$ cat src/rtl/alloc_tag_gen.sv
module alloc_tag_gen #(
  parameter int PTR_W   = 64,
  parameter int TAG_LSB = 56,
  parameter int AOFF_W  = 16
) (
  input  logic              clk,
  input  logic              rst_n,
  input  logic              req_valid,
  input  logic              req_mode,
  input  logic [PTR_W-1:0]  req_ptr,
  input  logic [15:0]       req_excl,
  input  logic [3:0]        req_tag_off,
  input  logic [AOFF_W-1:0] req_addr_off,
  input  logic [15:0]       glob_excl,
  input  logic              st_load,
  input  logic [23:0]       st_wdata,
  output logic              busy,
  output logic              done,
  output logic [PTR_W-1:0]  res_ptr,
  output logic [23:0]       state
);

  localparam int TAG_W  = 4;
  localparam int SEED_W = 16;
  localparam int SEED_LSB = 8;
  localparam int EXT_W  = PTR_W - AOFF_W;

  function automatic logic [SEED_W+TAG_W-1:0] step4(input logic [SEED_W-1:0] s_in);
    logic [SEED_W-1:0] s;
    logic [TAG_W-1:0]  o;
    logic              b;
    s = s_in;
    o = '0;
    for (int i = 0; i < TAG_W; i++) begin
      b    = s[5] ^ s[3] ^ s[2] ^ s[0];
      o[i] = b;
      s    = {b, s[SEED_W-1:1]};
    end
    return {s, o};
  endfunction

  logic              busy_q, done_q, mode_q;
  logic [TAG_W-1:0]  cur_q, rem_q;
  logic [15:0]       excl_q;
  logic [SEED_W-1:0] seed_q;
  logic [PTR_W-1:0]  base_q, res_q;
  logic [23:0]       state_q;

  logic [SEED_W-1:0] seed_adv;
  logic [TAG_W-1:0]  rnd_off;
  logic              accept, all_ex, fin;
  logic [TAG_W-1:0]  nxt, res_tag;
  logic [PTR_W-1:0]  sum_ptr;

  assign {seed_adv, rnd_off} = step4(state_q[SEED_LSB +: SEED_W]);
  assign accept  = req_valid && !busy_q && !st_load;
  assign sum_ptr = req_ptr + {{EXT_W{req_addr_off[AOFF_W-1]}}, req_addr_off};
  assign all_ex  = &excl_q;
  assign nxt     = cur_q + 4'd1;
  assign fin     = busy_q && (all_ex || (rem_q == '0 && !excl_q[cur_q]));
  assign res_tag = all_ex ? '0 : cur_q;

  always_ff @(posedge clk or negedge rst_n) begin
    if (!rst_n) begin
      busy_q  <= 1'b0;
      done_q  <= 1'b0;
      mode_q  <= 1'b0;
      cur_q   <= '0;
      rem_q   <= '0;
      excl_q  <= '0;
      seed_q  <= '0;
      base_q  <= '0;
      res_q   <= '0;
      state_q <= '0;
    end else begin
      done_q <= 1'b0;
      if (!busy_q && st_load) begin
        state_q <= st_wdata;
      end else if (accept) begin
        busy_q <= 1'b1;
        mode_q <= req_mode;
        seed_q <= seed_adv;
        if (req_mode) begin
          cur_q  <= req_ptr[TAG_LSB +: TAG_W];
          rem_q  <= req_tag_off;
          excl_q <= glob_excl;
          base_q <= sum_ptr;
        end else begin
          cur_q  <= state_q[TAG_W-1:0];
          rem_q  <= rnd_off;
          excl_q <= req_excl | glob_excl;
          base_q <= req_ptr;
        end
      end else if (fin) begin
        busy_q <= 1'b0;
        done_q <= 1'b1;
        res_q  <= base_q;
        res_q[TAG_LSB +: TAG_W] <= res_tag;
        if (!mode_q) state_q <= {seed_q, 4'b0000, res_tag};
      end else if (busy_q) begin
        cur_q <= nxt;
        if (rem_q != '0 && !excl_q[nxt]) rem_q <= rem_q - 4'd1;
      end
    end
  end

  assign busy    = busy_q;
  assign done    = done_q;
  assign res_ptr = res_q;
  assign state   = state_q;

  // a result pulse follows a busy cycle
  p_done_after_busy_r8: assert property (@(posedge clk) disable iff (!rst_n)
    done_q |-> $past(busy_q));

  // the pulse lasts one cycle
  p_single_done_r8: assert property (@(posedge clk) disable iff (!rst_n)
    done_q |=> !done_q);

  // the tag is permitted, or zero when every tag is excluded
  p_result_allowed_r5: assert property (@(posedge clk) disable iff (!rst_n)
    done_q |-> ((&excl_q) ? (res_q[TAG_LSB +: TAG_W] == '0)
                          : !excl_q[res_q[TAG_LSB +: TAG_W]]));

  // explicit mode leaves the state alone
  p_expl_state_r6: assert property (@(posedge clk) disable iff (!rst_n)
    (done_q && mode_q) |-> $stable(state_q));

  // the state moves only on a random completion or an idle load
  p_state_quiet_r9: assert property (@(posedge clk) disable iff (!rst_n)
    (!done_q && !$past(st_load && !busy_q)) |-> $stable(state_q));

endmodule

$ cat config.mk
export PLATFORM = sky130hd
export DESIGN_NAME = alloc_tag_gen
export DESIGN_NICKNAME = d
export VERILOG_FILES = /design/src/rtl/alloc_tag_gen.sv
export SDC_FILE = /design/constraint.sdc
export NUM_CORES = 1
export LEC_CHECK = 0
export ABC_AREA = 1
export BUFFER_PORTS_ARGS = -buffer_cell sky130_fd_sc_hd__buf_4
export CORE_MARGIN = 1
export CORE_UTILIZATION = 35
export CTS_BUF_LIST = sky130_fd_sc_hd__clkbuf_16
export DETAILED_ROUTE_END_ITERATION = 8
export GPL_TIMING_DRIVEN = 0
export PLACE_DENSITY = 0.51
export SLEW_MARGIN = 20
export SYNTH_ARGS = -nofsm -noshare
export SYNTH_HDL_FRONTEND = slang
export SYNTH_SLANG_ARGS = --single-unit
$ cat constraint.sdc
create_clock -name clk -period 2.6 [get_ports clk]
set_input_delay 0.52 -clock clk [delete_from_list [all_inputs] [get_ports clk]]
set_output_delay 0.52 -clock clk [all_outputs]
set_load 0.03 [all_outputs]
# After elaboration in Yosys (flattened, before gate mapping)
# Cells that the tools add are included.
[totals]
reg_bits = 195
wordCells = 82
in_bits = 145
[classes]
n_bitwise = 15
n_mux = 25
reduce_logical = 24
eq_ne = 3
n_addsub = 3
n_lt_le_gt_ge = 2
[op_table]
columns = ["cell", "n"]
rows = [
  ["2-to-1 mux 24 bit", 4],
  ["adder 64 bit", 1],
  ["2-to-1 mux 64 bit", 1],
  ["2-to-1 mux 4 bit", 10],
  ["2-to-1 mux 16 bit", 1],
  ["bitwise OR 16 bit", 1],
  ["AND reduction 16 bit", 1],
  ["bitwise XOR 1 bit", 12],
  ["< comparator 4 x 5 -> 1 bit (second input constant)", 2],
  ["AND reduction 3 bit", 3],
  ["binary-select mux 1 bit (select 4 bit)", 2],
  ["nonzero test 2 bit", 4],
  ["2-to-1 mux 1 bit", 7],
  ["logical AND 1 bit", 6],
  ["adder 4 x 1 -> 4 bit (second input constant)", 1],
  ["zero test 1 bit", 4],
  ["zero test 4 bit", 1],
  ["!= test 2 x 1 -> 1 bit (second input constant)", 2],
  ["AND reduction 2 bit", 2],
  ["AND reduction 4 bit", 1],
  ["nonzero test 4 bit", 1],
  ["subtractor 4 x 1 -> 4 bit (second input constant)", 1],
  ["!= test 2 bit (second input constant)", 1],
  ["inverter 1 bit", 2],
  ["logical OR 1 bit", 1],
]

# Depth between registers and ports, before layout
[depth]
word_depth = 9
mapped_depth = 16
mapped_depth_nobuf = 16

# Worst setup path after synthesis
# Ideal clock, no wire load.
[synth_path]
kind = "input -> register"
start = "input req_ptr[0]"
end = "register base_q[40]"
stages = 15
arrival_ns = 2.035
t_required_ns = 2.483
path_buffers = 0
slack_ns = 0.449
cell_sequence = "ha_1 > inv_1 > fa_1 > inv_1 > nand3_1 > nand3_1 > nand2_1 > nand2_1 > nand3_1 > nand3_1 > nand2_1 > nand3_1 > nand3_1 > nand2_1 > nand2_1"
[synth_via]
elab_chain_len = 2
[synth_lines]
columns = ["item", "line", "rtl"]
rows = [
  ["from (decl)", "10", "input logic [PTR_W-1:0] req_ptr,"],
  ["adder 64 bit", "57", "assign sum_ptr = req_ptr + {{EXT_W{req_addr_off[AOFF_W-1]}}, req_addr_off};"],
  ["2-to-1 mux 64 bit", "83", "if (req_mode) begin"],
  ["to (signal assigned)", "87", "base_q <= sum_ptr;"],
  ["to (signal assigned)", "92", "base_q <= req_ptr;"],
  ["to (decl)", "46", "logic [PTR_W-1:0] base_q, res_q;"],
]
# No other way between the ends.
# A chain may end at the register's enable or synchronous reset.

# Worst setup path after layout
[layout_path]
start = "input req_addr_off[15]"
end = "register base_q[53]"
[layout_via]
elab_chain_len = 2
[layout_lines]
columns = ["item", "line", "rtl"]
rows = [
  ["from (decl)", "13", "input logic [AOFF_W-1:0] req_addr_off,"],
  ["adder 64 bit", "57", ""],
  ["2-to-1 mux 64 bit", "83", ""],
]
# No other way between the ends.

==> impl_metrics.env <==
export IMPL_initial_core_util=0.356
export IMPL_dr_pass1_iters=5
export IMPL_numCtsBuffers=17
export IMPL_cp_start_kind="input pin"
export IMPL_n_antenna_cell=0
export IMPL_antenna_left=0
export IMPL_required_ns=2.95
export IMPL_hold_path_class="input pin to flop"
export IMPL_arrival_ns=2.86
export IMPL_internal_power_uw=8330
export IMPL_grt_pass1_wl_um=83400
export IMPL_die_width_um=203
export IMPL_place_congestion=0.943
export IMPL_dieHeight_um=203
export IMPL_skew_ns=0.0140
export IMPL_viasPerCell=4.86
export IMPL_grt_max_degree=83
export IMPL_dp_cells=3047
export IMPL_tritoncts="yes"
export IMPL_grt_usage=0.268
export IMPL_syn_to_final_growth_pct=21.8
export IMPL_num_io_pins=235
export IMPL_ys_warn_count=0
export IMPL_slowest_stage="ha_1"
export IMPL_crit_family="simple AND/OR/NAND/NOR gates"
export IMPL_nNetsFinal=2752
export IMPL_wl_um=54200
export IMPL_clock_power_share=0.166
export IMPL_drcViolationCount=0
export IMPL_p_leak_uw=0.00989
export IMPL_end_kind="flop"
export IMPL_p_seq_frac=0.338
export IMPL_yosys_register_bits=191
export IMPL_post_route_period_util=0.966
export IMPL_place_ws_ns=-0.729
export IMPL_p_comb_frac=0.495
export IMPL_crit_chain="buf_12 > ha_1 > nand2_1 > nor2_1 > inv_1 > nor3_2 > nand2_1 > nor2_1 > nand2_1 > nand4_1 > nand3_1 > nand2_1 > nand2_1"
export IMPL_fillers=4461
export IMPL_cp_common_cell="nand2_1"
export IMPL_switching_power_uw=7200
export IMPL_drt_initial_drc_count=939
export IMPL_h_tree_depth=4
export IMPL_setup_viol=0
export IMPL_antenna_found_initial=1
export IMPL_die_area_mm2=0.0413
export IMPL_fin_ws_ns=0.0875
export IMPL_clk_path_buf_depth=2
export IMPL_final_common_cell="nand2_1"
export IMPL_portBuffers=234
export IMPL_routedWlPerCell_um=17.6
export IMPL_cellPowerDensity_mw_per_mm2=901
export IMPL_syn_inst=2286
export IMPL_grt_ovfl_total=0
export IMPL_max_slew_margin_rel=0.334
export IMPL_tightest_slew_ns=0.999
export IMPL_synth_distinct_cells=37
export IMPL_synth_fp_nets=2497
export IMPL_post_dp_hpwl_um=44400
export IMPL_first_global_vias=14534
export IMPL_final_max_slew_violation_count=0
export IMPL_rows=73
export IMPL_path_clk_slew_ns=0.07
export IMPL_core_area_mm2=0.0398
export IMPL_swShare=0.464
export IMPL_final_cell_mix="nand2_1, inv_1, buf_4"
export IMPL_synth_area_per_cell_um2=6.19
export IMPL_synthesis_area_mm2=0.0142
export IMPL_hold_violations=0
export IMPL_clk_latency_ns=0.46
export IMPL_maxCapViolCount=0
export IMPL_cts_root_buf="clkbuf_16"
export IMPL_crit_fanout=49
export IMPL_vias=14963
export IMPL_peakVddDrop_v=0.000453
export IMPL_drive_above_1_share=0.120
export IMPL_holdWs_ns=0.264
export IMPL_fmax_mhz=398
export IMPL_status="finished, final reports clean"
export IMPL_critical_path_class="input pin to flop"
export IMPL_synth_seq_area_share=0.338
export IMPL_final_cell_count_no_fill=3079
export IMPL_crit_buf_inv=2
export IMPL_finalCriticalPeriod_ns=2.51
export IMPL_clock_sinks=191
export IMPL_max_stage_delay_ns=0.45
cells by family after synthesis:
family                   after synthesis  share of synthesized area
buffers and inverters                409                      0.112
flip-flops                           191                      0.338
XOR/XNOR                              37                     0.0229
AO/OA/AOI/OAI                        251                     0.0969
adder cells (fa/ha/maj)               66                     0.0589
AND/OR/NAND/NOR                     1332                      0.372
stage by stage:
stage	power, µW	TNS (ns)	cell area (µm²)	util
floorplan	10000	0	14200	-
global placement	12900	-85.01	16600	0.416
detailed placement	13000	-17.91	16600	0.418
CTS	15600	0	17200	0.432
global route	16700	-0.0129	17200	0.433
finish	15500	0	17200	0.433
power groups by stage:
stage          sequential (µW)  combinational [µW]  clock, µW
3_3_place_gp              5280                7640          0
6_report                  5260                7700       2580
2_1_floorplan             6200                3830          0
5_1_grt                   5420                8530       2750
3_5_place_dp              5300                7690          0
4_1_cts                   5260                7720       2640
cell type report:
type	count	area [µm²]	area share
Multi-Input combinational cell	1686	7820	0.454
Sequential cell	191	4780	0.277
Timing Repair Buffer	237	1840	0.107
Inverter	340	1280	0.0740
Tap cell	525	657	0.0381
Clock buffer	17	425	0.0247
Buffer	68	308	0.0179
Clock inverter	15	133	0.00769
layer usage:
layer / GRT usage / part of all wire / vias up
met2: 0.427 / 0.44 / 386
li1: - / - / 7589
met4: 0.0851 / 0.026 / 0
met5: 0 / 0 / -
met3: 0.0310 / 0.049 / 65
met1: 0.376 / 0.48 / 6923
tightest hold or removal path: stages:
cell and delay (ns):
buf_4 0.08, nand2_1 0.04, nand2_1 0.05
Yosys cell counts:
| master | number | area share |
|---|---|---|
| clkbuf_1 | 37 | 0.0098 |
| buf_1 | 10 | 0.0027 |
| o211ai_1 | 13 | 0.0069 |
| nand2_1 | 995 | 0.26 |
| a21oi_1 | 85 | 0.030 |
| nand3_1 | 147 | 0.052 |
| o31ai_1 | 3 | 0.0016 |
| buf_2 | 16 | 0.0057 |
| or2_2 | 4 | 0.0018 |
| nand4_1 | 14 | 0.0062 |
| o211ai_2 | 1 | 0.00088 |
| a21o_1 | 1 | 0.00053 |
| o21a_1 | 2 | 0.0011 |
| clkbuf_2 | 1 | 0.00035 |
| a31oi_1 | 2 | 0.00088 |
| nand3_2 | 1 | 0.00071 |
| nor4_1 | 3 | 0.0013 |
| buf_4 | 2 | 0.0011 |
| xnor2_1 | 25 | 0.015 |
| o21ai_1 | 11 | 0.0039 |
| ha_1 | 65 | 0.057 |
| xor2_1 | 12 | 0.0074 |
| o221ai_1 | 4 | 0.0025 |
| o21ai_2 | 1 | 0.00062 |
| nor3_1 | 10 | 0.0035 |
| or2_1 | 1 | 0.00044 |
| fa_1 | 1 | 0.0014 |
| inv_1 | 337 | 0.089 |
| inv_2 | 3 | 0.00080 |
| o22ai_1 | 8 | 0.0035 |
| and2_1 | 2 | 0.00088 |
| o21ai_0 | 108 | 0.038 |
| dfrtp_1 | 191 | 0.34 |
| buf_6 | 3 | 0.0024 |
| o21bai_1 | 11 | 0.0058 |
| a22oi_1 | 1 | 0.00053 |
| nor2_1 | 155 | 0.041 |
registers in the layout (all words and copies together) (netlist names), 4 cells and up:
register  flops
rem_q         4
res_ptr      64
excl_q       16
state        24
base_q       60
seed_q       16
cur_q         4
timing repair:
action	in CTS	in global routing
hold endpoints to repair	28	0
buffers inserted	0	0
hold buffers	1	0
gates resized for setup	2	11
setup endpoints to repair	26	24
path summary, 6_finish.rpt:
kind,startpoint,end,slack [ns],cells past startpoint
setup / recovery,req_addr_off[15],base_q[53]$_DFFE_PN0P_,0.09,13
hold / removal,st_wdata[4],state[4]$_DFFE_PN0P_,0.26,3
setup reg to reg,busy$_DFFE_PN0P_,base_q[38]$_DFFE_PN0P_,0.15,9
hold reg to reg,base_q[63]$_DFFE_PN0P_,res_ptr[63]$_DFFE_PN0P_,0.47,2
max in group asynchronous,rst_n,res_ptr[49]$_DFFE_PN0P_,1.36,3
min in group asynchronous,rst_n,cur_q[3]$_DFFE_PN0P_,0.53,2
(Power assumes the default switching activity.)
